===== src/rtl/zcg_pkg.sv =====
package zcg_pkg;
  // Action chosen for the arm latch in a cycle.
  typedef enum logic [1:0] {
    ARM_HOLD  = 2'd0,
    ARM_SET   = 2'd1,
    ARM_CLEAR = 2'd2,
    ARM_FIRE  = 2'd3
  } arm_act_e;
endpackage


===== src/rtl/zcg_serial_stage.sv =====
module zcg_serial_stage #(
  parameter int unsigned GAIN_W = 12
) (
  input  logic              clk,
  input  logic              rst_n,
  input  logic              lock,
  input  logic              ser_data,
  input  logic              ser_en,
  input  logic              ser_latch,
  output logic [GAIN_W-1:0] staged_o
);
  logic [GAIN_W-1:0] shift_q, shift_d;
  logic [GAIN_W-1:0] stage_q, stage_d;
  logic              shift_ce, stage_ce;

  always_comb begin
    shift_ce = ser_en && !lock;
    stage_ce = ser_latch && !lock;
    shift_d  = {shift_q[GAIN_W-2:0], ser_data};
    stage_d  = shift_q;
  end

  always_ff @(posedge clk or negedge rst_n) begin
    if (!rst_n) begin
      shift_q <= '0;
      stage_q <= '0;
    end else begin
      if (shift_ce) shift_q <= shift_d;
      if (stage_ce) stage_q <= stage_d;
    end
  end

  assign staged_o = stage_q;
endmodule


===== src/rtl/zcg_window.sv =====
module zcg_window #(
  parameter int unsigned SMP_W   = 16,
  parameter logic [SMP_W-1:0] THR_RST = 16'd64
) (
  input  logic             clk,
  input  logic             rst_n,
  input  logic             thr_we,
  input  logic [SMP_W-1:0] thr_in,
  input  logic             smp_valid,
  input  logic [SMP_W-1:0] smp_data,
  output logic [SMP_W-1:0] thr_o,
  output logic             hit_o
);
  localparam int unsigned MAG_W = SMP_W + 1;

  logic [SMP_W-1:0] thr_q;
  logic [MAG_W-1:0] ext, mag;

  always_comb begin
    ext   = {smp_data[SMP_W-1], smp_data};
    mag   = ext[MAG_W-1] ? (~ext + 1'b1) : ext;
    hit_o = smp_valid && (mag <= {1'b0, thr_q});
  end

  always_ff @(posedge clk or negedge rst_n) begin
    if (!rst_n) thr_q <= THR_RST;
    else if (thr_we) thr_q <= thr_in;
  end

  assign thr_o = thr_q;
endmodule


===== src/rtl/zcg_arm_ctrl.sv =====
module zcg_arm_ctrl
  import zcg_pkg::*;
(
  input  logic clk,
  input  logic rst_n,
  input  logic arm_pulse,
  input  logic disarm_pulse,
  input  logic hit,
  output logic armed_o,
  output logic fire_o
);
  logic     armed_q, armed_d;
  arm_act_e act;

  always_comb begin
    if (disarm_pulse)           act = ARM_CLEAR;
    else if (armed_q && hit)    act = ARM_FIRE;
    else if (arm_pulse)         act = ARM_SET;
    else                        act = ARM_HOLD;
    unique case (act)
      ARM_SET:            armed_d = 1'b1;
      ARM_CLEAR, ARM_FIRE: armed_d = 1'b0;
      default:            armed_d = armed_q;
    endcase
    fire_o = (act == ARM_FIRE);
  end

  always_ff @(posedge clk or negedge rst_n) begin
    if (!rst_n) armed_q <= 1'b0;
    else        armed_q <= armed_d;
  end

  assign armed_o = armed_q;
endmodule


===== src/rtl/zc_gain_update.sv =====
module zc_gain_update #(
  parameter int unsigned      GAIN_W  = 12,
  parameter int unsigned      SMP_W   = 16,
  parameter logic [SMP_W-1:0] THR_RST = 16'd64
) (
  input  logic              clk,
  input  logic              rst_n,
  input  logic              ser_data,
  input  logic              ser_en,
  input  logic              ser_latch,
  input  logic              arm_pulse,
  input  logic              disarm_pulse,
  input  logic              thr_we,
  input  logic [SMP_W-1:0]  thr_in,
  input  logic              smp_valid,
  input  logic [SMP_W-1:0]  smp_data,
  output logic [GAIN_W-1:0] gain_out,
  output logic              armed,
  output logic              load_done
);
  localparam int unsigned SYNC_N = 2;

  logic [SYNC_N-1:0] rst_sync_q;
  logic              rst_i_n;
  logic [GAIN_W-1:0] staged;
  logic [SMP_W-1:0]  thr_cur;
  logic              hit, fire, armed_w;
  logic [GAIN_W-1:0] gain_q, gain_d;
  logic              done_q;

  // Reset asserts at once, releases after SYNC_N clock edges.
  always_ff @(posedge clk or negedge rst_n) begin
    if (!rst_n) rst_sync_q <= '0;
    else        rst_sync_q <= {rst_sync_q[SYNC_N-2:0], 1'b1};
  end
  assign rst_i_n = rst_sync_q[SYNC_N-1];

  zcg_serial_stage #(.GAIN_W(GAIN_W)) u_ser (
    .clk(clk), .rst_n(rst_i_n), .lock(armed_w),
    .ser_data(ser_data), .ser_en(ser_en), .ser_latch(ser_latch),
    .staged_o(staged)
  );

  zcg_window #(.SMP_W(SMP_W), .THR_RST(THR_RST)) u_win (
    .clk(clk), .rst_n(rst_i_n), .thr_we(thr_we), .thr_in(thr_in),
    .smp_valid(smp_valid), .smp_data(smp_data),
    .thr_o(thr_cur), .hit_o(hit)
  );

  zcg_arm_ctrl u_arm (
    .clk(clk), .rst_n(rst_i_n), .arm_pulse(arm_pulse),
    .disarm_pulse(disarm_pulse), .hit(hit),
    .armed_o(armed_w), .fire_o(fire)
  );

  always_comb gain_d = staged;

  always_ff @(posedge clk or negedge rst_i_n) begin
    if (!rst_i_n) begin
      gain_q <= '0;
      done_q <= 1'b0;
    end else begin
      if (fire) gain_q <= gain_d;
      done_q <= fire;
    end
  end

  assign gain_out  = gain_q;
  assign armed     = armed_w;
  assign load_done = done_q;
endmodule


===== config.mk =====
export PLATFORM = sky130hd
export DESIGN_NAME = zc_gain_update
export DESIGN_NICKNAME = d
export VERILOG_FILES = /design/src/rtl/zcg_pkg.sv /design/src/rtl/zcg_serial_stage.sv /design/src/rtl/zcg_window.sv /design/src/rtl/zcg_arm_ctrl.sv /design/src/rtl/zc_gain_update.sv
export SDC_FILE = /design/constraint.sdc
export NUM_CORES = 1
export LEC_CHECK = 0
export BUFFER_PORTS_ARGS = -buffer_cell sky130_fd_sc_hd__buf_2
export CAP_MARGIN = 20
export CELL_PAD_IN_SITES_DETAIL_PLACEMENT = 1
export CELL_PAD_IN_SITES_GLOBAL_PLACEMENT = 2
export CORE_AREA = 2 2 94 96
export DETAILED_ROUTE_END_ITERATION = 16
export DIE_AREA = 0 0 96 98
export PLACE_DENSITY = 0.83
export RECOVER_POWER = 25
export REMOVE_ABC_BUFFERS = 1
export SLEW_MARGIN = 10
export SYNTH_ARGS = -nofsm -noshare
export SYNTH_HDL_FRONTEND = slang
export SYNTH_SLANG_ARGS = --single-unit

===== constraint.sdc =====
create_clock -name clk -period 2.5 [get_ports clk]
set_clock_uncertainty 0.15 [all_clocks]
set_input_delay 0.5 -clock clk [delete_from_list [all_inputs] [get_ports clk]]
set_output_delay 0.5 -clock clk [all_outputs]
set_load 0.005 [all_outputs]

## Word level (Yosys, flattened, before mapping)

Index checks and enable logic that the tools add are counted.

| word-level totals | value |
|---|---|
| register bits | 56 |

| operators by class | value |
|---|---|
| add/sub/neg operators | 1 |
| order comparisons | 1 |
| eq/ne operators | 3 |
| mux-type cells | 5 |
| bitwise logic cells | 1 |
| reduce and logical (&&, ||, !) cells | 7 |

Operator list:

| kind | count |
|---|---|
| $add A17 B1 Y17 const B | 1 |
| $le A17 B16 Y1 | 1 |
| $mux W17 | 1 |
| $not A17 Y17 | 1 |
| $eq A2 B2 Y1 const B | 2 |
| $logic_and A1 B1 Y1 | 4 |
| $mux W2 | 2 |
| $eq A2 B1 Y1 const B | 1 |
| $pmux W1 S2 | 1 |
| $reduce_bool A2 Y1 | 1 |
| $reduce_or A2 Y1 | 1 |
| $logic_not A1 Y1 | 1 |
| $mux W1 | 1 |

## Longest topological paths before layout

Gate-level depths: netlist (run 1).

| logic depth | value |
|---|---|
| word-level depth | 11 |
| gate-level depth with buffers | 14 |
| gate-level depth less buffers | 13 |

## Modules after synthesis

A second synthesis (run 1) with hierarchy kept.

| second synthesis, totals | value |
|---|---|
| cell total of the unflattened synthesis | 235 |
| area, all modules | 2,911.5 um2 |

Modules (own cells, without submodules):

| module | instances | cells each | area an instance (um2) |
|---|---|---|---|
| zcg_window | 1 | 149 | 1,291.2 |
| zcg_serial_stage | 1 | 52 | 1,013.5 |
| zc_gain_update | 1 | 29 | 563.0 |
| zcg_arm_ctrl | 1 | 5 | 43.8 |

## Worst setup path before layout (run 1)

OpenSTA, ideal clock, no wires.

| timing path | value |
|---|---|
| kind | input port to flip-flop |
| start | input port smp_data[3] |
| end | register gain_q[10], in the netlist gain_out[10] |
| arrival time | 2.750 ns |
| required time | 2.225 ns |
| path slack | -0.525 ns |
| cell stages on the path | 11 |
| path buffers | 1 |
| cell sequence | nor4_2 > nand2b_1 > o41ai_1 > xnor2_1 > ha_1 > nand4_1 > nor3_1 > a221o_1 > nor4b_4 > buf_6 > o22ai_2 |

| on the way | value |
|---|---|
| cells in the longest elaborated chain, start to end | 9 |

Ends and longest elaborated chain:

| element | RTL line | source |
|---|---|---|
| start, declared | zc_gain_update.sv:16 | `input logic [SMP_W-1:0] smp_data,` |
| $not A17 Y17 | zcg_window.sv:21 | `mag = ext[MAG_W-1] ? (~ext + 1'b1) : ext;` |
| $add A17 B1 Y17 | zcg_window.sv:21 |  |
| $mux W17 * | zcg_window.sv:21 |  |
| $le A17 B16 Y1 * | zcg_window.sv:22 | `hit_o = smp_valid && (mag <= {1'b0, thr_q});` |
| $logic_and A1 B1 Y1 * | zcg_window.sv:22 |  |
| $logic_and A1 B1 Y1 * | zcg_arm_ctrl.sv:17 | `else if (armed_q && hit) act = ARM_FIRE;` |
| $mux W2 * | zcg_arm_ctrl.sv:17 |  |
| $mux W2 * | zcg_arm_ctrl.sv:16 | `if (disarm_pulse) act = ARM_CLEAR;` |
| $eq A2 B2 Y1 * | zcg_arm_ctrl.sv:25 | `fire_o = (act == ARM_FIRE);` |
| end signal, assigned | zc_gain_update.sv:63 | `if (fire) gain_q <= gain_d;` |
| end, declared | zc_gain_update.sv:28 | `logic [GAIN_W-1:0] gain_q, gain_d;` |

Mark *: on every way between the ends. The rest lies on a longest branch, timed or not.
A chain may end at the register's enable or synchronous reset.

## Worst setup path in the final report (run 1)

| timing path | value |
|---|---|
| start | input port smp_data[4] |
| end | register gain_q[9], in the netlist gain_out[9] |

Same word-level chain as after synthesis.

==> results of run 1 <==
==> placed cells by master (no fill, tap or decap), drive strengths merged, types with 2 or more instances in the layout <==
cell type,count
clkbuf,6
o31a,2
nand3,5
ha,17
xnor2,13
nor2b,3
o31ai,3
nor2,4
buf,92
a21oi,4
mux2,25
nor3,3
dfrtp,55
nand2,46
inv,21
o21ai,22
or3,2
nor4b,2
o22ai,12
nand4,4
nand2b,4
a21o,2
o41ai,2
nor4,2
==> registers in the layout, summed over array words and instances (netlist names) <==
name            flops
u_arm.armed_o       1
rst_sync_q          2
u_ser.staged_o     12
gain_out           12
u_ser.shift_q      12
load_done           1
u_win.thr_o        16
==> power by group through the flow <==
stage	combinational [mW]	clock [mW]	sequential, mW
4_1_cts	0.843	0.574	1.38
2_1_floorplan	0.478	0	1.35
3_3_place_gp	0.751	0	1.39
6_report	0.851	0.556	1.37
3_5_place_dp	0.789	0	1.40
5_1_grt	0.948	0.615	1.41
==> per-stage QoR <==
step	instance area (µm²)	hold slack, ps
3_5_place_dp	3495	137.2
2_1_floorplan	2823	54.41
6_report	3875	217.1
5_1_grt	3875	231.0
3_3_place_gp	3495	131.5
4_1_cts	3809	146.3
==> cells by family after synthesis <==
| kind of cell | after synthesis | synth area share [%] |
|---|---|---|
| AO/OA/AOI/OAI | 50 | 12.99 |
| other | 1 | 0.1303 |
| adder cells (fa/ha/maj) | 17 | 7.388 |
| buffers and inverters | 29 | 4.302 |
| XOR/XNOR | 13 | 3.955 |
| flip-flops | 56 | 48.72 |
| AND/OR/NAND/NOR | 76 | 12.73 |
| multiplexers | 25 | 9.778 |
==> tightest hold or removal path, stage by stage <==
cell and delay (ps):
buf_2 70, nand2_1 40, o21ai_0 50
==> per-layer routing <==
layer  wire (µm)  part of all wire [%]  track usage, %  vias to the layer above
met2        3860                    53           28.74                       22
met5           0                     0               0                        -
met1        3193                    43           20.41                     1153
li1            -                     -               -                     1101
met4         105                   1.4           4.945                        0
met3         186                   2.5           3.549                        8
==> final cells by class <==
| class | count | area (µm²) | area share [%] |
|---|---|---|---|
| multi-input cells | 182 | 1545 | 39.88 |
| well taps | 108 | 135.1 | 3.487 |
| flip-flops and latches | 56 | 1403 | 36.20 |
| clock inverters | 3 | 28.78 | 0.7427 |
| inverters | 18 | 67.56 | 1.744 |
| clock buffers | 5 | 68.82 | 1.776 |
| repair buffers | 94 | 626.9 | 16.18 |
==> final timing paths <==
| path | slack, ps | startpoint | depth (start not counted) | to |
|---|---|---|---|---|
| max | -410 | smp_data[4] | 14 | gain_out[9] |
| min | 220 | thr_in[11] | 3 | u_win.thr_o[11] |
| max reg2reg | 90 | u_win.thr_o[6] | 8 | gain_out[9] |
| min reg2reg | 220 | rst_sync_q[0] | 0 | rst_sync_q[1] |
| max in group asynchronous | 1130 | rst_sync_q[1] | 1 | u_win.thr_o[6] |
| min in group asynchronous | 290 | rst_sync_q[1] | 0 | gain_out[8] |
==> timing repair <==
action                     CTS  global route
hold endpoints to repair     2             0
setup endpoints to repair   14            14
gates cloned                 1             0
setup buffers                2             4
pin swaps                   17            13
hold buffers                 1             0
gates resized for setup     33            10
==> impl_metrics.py, run 1 <==
metrics = {
    "timing": {
        "finalSetupTns_ps": -5429,
        "drv_slew": 0,
        "tightest_slew_ps": 1047,
        "setup_viol": 14,
        "fmax_ghz": 0.3435,
        "max_slew_margin_pct": 30.19,
        "min_period_over_period_pct": 116.5,
        "rsz0062_at_grt": "true",
        "hold_violations": 0,
        "finalWorstSetupSlack_ps": -411.3,
        "post-route-min-period_ps": 2911,
    },
    "clock_tree": {
        "htreeDepth": 2,
        "cts_sinks": 56,
        "cts.path.max_buffers": 2,
        "cts_tree": "built",
        "clkSlewWorstSetupHoldPaths_ps": 120,
        "clock_latency_ps": 330,
        "numCtsBuffers": 5,
        "root_buffer": "clkbuf_8",
    },
    "global_route": {
        "first_global_vias": 2527,
        "antenna_found_initial": 0,
        "grt_pass1_wl_um": 12120,
        "grt-ovfl-total": 0,
        "grt_max_degree": 32,
        "grt.total_usage_pct": 16.59,
    },
    "hold_path": {
        "hold_class": "in -> reg",
    },
    "cells_and_area": {
        "finalNonFillerCells": 466,
        "drive_gt1_share_pct": 46.37,
        "n_antenna_cell": 0,
        "area_growth_syn_to_layout_pct": 34.59,
        "fillers": 947,
        "final_core_util_pct": 45.77,
        "nets": 415,
    },
    "yosys": {
        "synth_area_leaders": "dfrtp_1 48%, mux2_2 9.8%, ha_1 7.4%",
        "synth_area_leader_cell": "dfrtp_1",
        "synth_flop_cell": "dfrtp_1",
        "yosys-top-cells-count": "55 x dfrtp_1, 46 x nand2_1, 25 x mux2_2",
        "syn_area_per_cell_um2": 10.78,
        "ys_warn_count": 0,
        "ys_ff_latch": 56,
        "synthDistinctLibCells": 34,
        "ys_async_sr_fraction_pct": 100.0,
        "ys_seq_area_share_pct": 48.72,
        "synth_most_common_cell": "dfrtp_1",
        "synth_top_area_share_pct": 47.81,
        "synth-edff-count": 0,
        "syn_inst": 267,
        "synth_area_um2": 2879,
    },
    "pwr": {
        "pwr-share-comb_pct": 30.6,
        "swShare_pct": 32.07,
        "power_leakage_nw": 1.806,
        "power.share.clock_pct": 20.0,
        "p_sw_uw": 891.2,
        "seqPwrFrac_pct": 49.4,
        "power_density_nw_per_um2": 717.3,
        "peakVddDrop_mv": 0.5470,
        "cellInternalPower_mw": 1.888,
        "finalPower_mw": 2.779,
    },
    "critical_path": {
        "start_kind": "input port",
        "cp_max_fo": 4,
        "crit_path_max_incr_delay_ps": 360,
        "required_ps": 2600,
        "critical_path_buf_inv_count": 3,
        "path_delay_family": "compound AO/OA/AOI/OAI gates",
        "slowest_stage": "a221o_1",
        "crit_chain": "buf_8, nor4_4, buf_4, nand2b_4, nand2b_4, o21ai_2, xnor2_1, ha_1, nand3_2, nor3_2, a221o_1, o31a_1, buf_6, o22ai_2",
        "crit_type": "in -> reg",
        "cp_data_arrival_time_ps": 3010,
        "critical_path.endpoint_type": "flip-flop",
        "crit_top_cell": "nand2b_4",
    },
    "floorplanning": {
        "core_um2": 8466,
        "die_h_um": 98,
        "die_w_um": 96,
        "die_area_um2": 9408,
        "placementRows": 34,
        "start_util_pct": 34.01,
        "ioPinCount": 55,
    },
    "place": {
        "pre_cts_slack_ps": -910.2,
        "dpl.hpwl_um": 5203,
        "portBuffers": 54,
        "place_congestion": 0.8232,
        "dp.cells": 450,
    },
    "outcome": {
        "violations": "setup timing",
        "status": "complete, but fails checks",
    },
    "detailed_routing": {
        "wirelength_um": 7346,
        "postRouteAntennaNets": 0,
        "vias_per_cell": 4.901,
        "detail_route.iter0.violations": 43,
        "vias": 2284,
        "wl_per_cell_um": 15.76,
        "route.detailed.drc": 0,
        "dr.pass1.iters": 4,
    },
    "job": {
        "maxCapViolCount": 0,
    },
}
(Power assumes the default switching activity.)
==> run 2, diff against run 1 <==
Settings changed: CORE_AREA 2 2 94 96 to 2 2 80 113, DIE_AREA 0 0 96 98 to 0 0 82 115, PLACE_DENSITY 0.83 to 0.82.
==> impl_metrics.py, run 2 (synthesis gave the netlist of run 1 again) <==
metrics = {
    "critical_path": {
        "crit_type": "in -> reg",
        "crit_path_max_incr_delay_ps": 380,
        "critical_path.endpoint_type": "flip-flop",
        "critical_path_buf_inv_count": 4,
        "start_kind": "input port",
        "slowest_stage": "nor4_4",
        "cp_max_fo": 12,
        "reg2reg_to": "gain_out[1]",
        "crit_chain": "buf_8, nor4_4, nand2b_4, nand2b_4, o21ai_2, xnor2_1, ha_1, nand4_1, buf_4, nor2_2, o31a_1, buf_4, nor4b_4, buf_12, o22ai_2",
        "rr_startpoint": "u_win.thr_o[6]",
        "r2r_cells": 9,
        "required_ps": 2530,
        "path_delay_family": "simple AND/OR/NAND/NOR gates",
        "r2r_setup_slack_ps": 30,
        "cp_data_arrival_time_ps": 2960,
        "worst-path-stages": 15,
    },
    "cells_and_area": {
        "n_antenna_cell": 0,
        "nets": 414,
        "final_cell_mix": "55 x dfrtp_1, 50 x buf_2, 46 x nand2_1",
        "largest_reg_flops": 16,
        "area_growth_syn_to_layout_pct": 33.25,
        "finalNonFillerCells": 462,
        "drive_gt1_share_pct": 43.98,
        "layout_commonest_cell": "dfrtp_1",
    },
    "place": {
        "dpl.hpwl_um": 5065,
        "portBuffers": 54,
        "place_congestion": 0.7790,
        "dp.cells": 450,
        "pre_cts_slack_ps": -966.1,
    },
    "job": {
        "maxCapViolCount": 0,
    },
    "detailed_routing": {
        "wl_per_cell_um": 13.78,
        "route.detailed.drc": 0,
        "detail_route.iter0.violations": 43,
        "vias": 2236,
        "postRouteAntennaNets": 0,
        "dr.pass1.iters": 4,
        "vias_per_cell": 4.840,
        "wirelength_um": 6367,
    },
    "floorplanning": {
        "ioPinCount": 55,
        "placementRows": 40,
        "core_um2": 8408,
        "die_area_um2": 9430,
        "die_w_um": 82,
        "start_util_pct": 34.24,
        "die_h_um": 115,
    },
    "clock_tree": {
        "root_buffer": "clkbuf_16",
        "htreeDepth": 2,
        "cts_tree": "built",
        "numCtsBuffers": 5,
        "cts.path.max_buffers": 2,
        "cts_sinks": 56,
        "clkSlewWorstSetupHoldPaths_ps": 70,
        "clock_latency_ps": 290,
    },
    "hold_path": {
        "min_to": "rst_sync_q[1]",
        "hold_class": "reg -> reg",
        "hold_depth": 0,
        "hold_path_startpoint": "rst_sync_q[0]",
    },
    "timing": {
        "finalWorstSetupSlack_ps": -428.5,
        "tightest_slew_ps": 1303,
        "post-route-min-period_ps": 2928,
        "drv_slew": 0,
        "rsz0062_at_grt": "true",
        "hold_violations": 0,
        "setup_viol": 14,
        "finalSetupTns_ps": -5836,
        "min_period_over_period_pct": 117.1,
        "fmax_ghz": 0.3415,
        "max_slew_margin_pct": 13.15,
    },
    "global_route": {
        "grt_max_degree": 33,
        "grt-ovfl-total": 0,
        "first_global_vias": 2442,
        "grt_pass1_wl_um": 11100,
        "antenna_found_initial": 0,
        "grt.total_usage_pct": 14.97,
    },
    "outcome": {
        "status": "complete, but fails checks",
        "violations": "setup timing",
    },
    "pwr": {
        "power_density_nw_per_um2": 753.2,
        "power_leakage_nw": 1.795,
        "peakVddDrop_mv": 0.3321,
    },
}
[run 2: cell type report]
type / count / area [µm²]
fillers: 969 / 4572
inverters: 18 / 67.56
flip-flops and latches: 56 / 1403
clock buffers: 5 / 125.1
well taps: 105 / 131.4
clock inverters: 3 / 21.27
multi-input cells: 182 / 1485
repair buffers: 93 / 603.1
[run 2: repair_timing]
item,CTS,global route
pin swaps,9,2
hold buffers,1,0
endpoints found under the setup margin,14,14
gates resized for setup,29,4
setup buffers,2,1
hold endpoints to repair,2,0
[run 2: per-stage QoR]
stage / util [%] / total power, mW / hold WS, ps / instance area, µm²
final: 45.63 / 2.890 / 200.3 / 3836
after global routing: 45.63 / 3.096 / 224.0 / 3836
after CTS: 45.52 / 2.934 / 203.6 / 3827
after detailed placement: 41.64 / 2.178 / 138.1 / 3501
after global placement: 41.64 / 2.122 / 137.1 / 3501
after floorplan: - / 1.831 / 54.41 / 2823
[run 2: how the worst max path moves through the flow]
stage                startpoint            end  slack [ps]
finish              smp_data[4]    gain_out[1]        -430
global route        smp_data[4]    gain_out[6]        -610
CTS                 smp_data[4]  u_arm.armed_o        -500
detailed placement  smp_data[0]    gain_out[1]        -970
global placement    smp_data[3]  u_arm.armed_o        -820
floorplan           smp_data[3]    gain_out[0]        -810
[run 2: where the power goes]
| part | switching [mW] | internal, mW | total (mW) |
|---|---|---|---|
| combinational | 0.353 | 0.479 | 0.831 |
| clock | 0.323 | 0.374 | 0.696 |
| sequential | 0.164 | 1.20 | 1.36 |
[run 2: per-layer routing]
metal	vias to the layer above	routed length, µm	GRT usage (%)
li1	1097	-	-
met1	1082	2520	16.35
met2	49	3465	28.62
met3	8	262	2.355
met4	0	118	4.778
met5	-	0	0
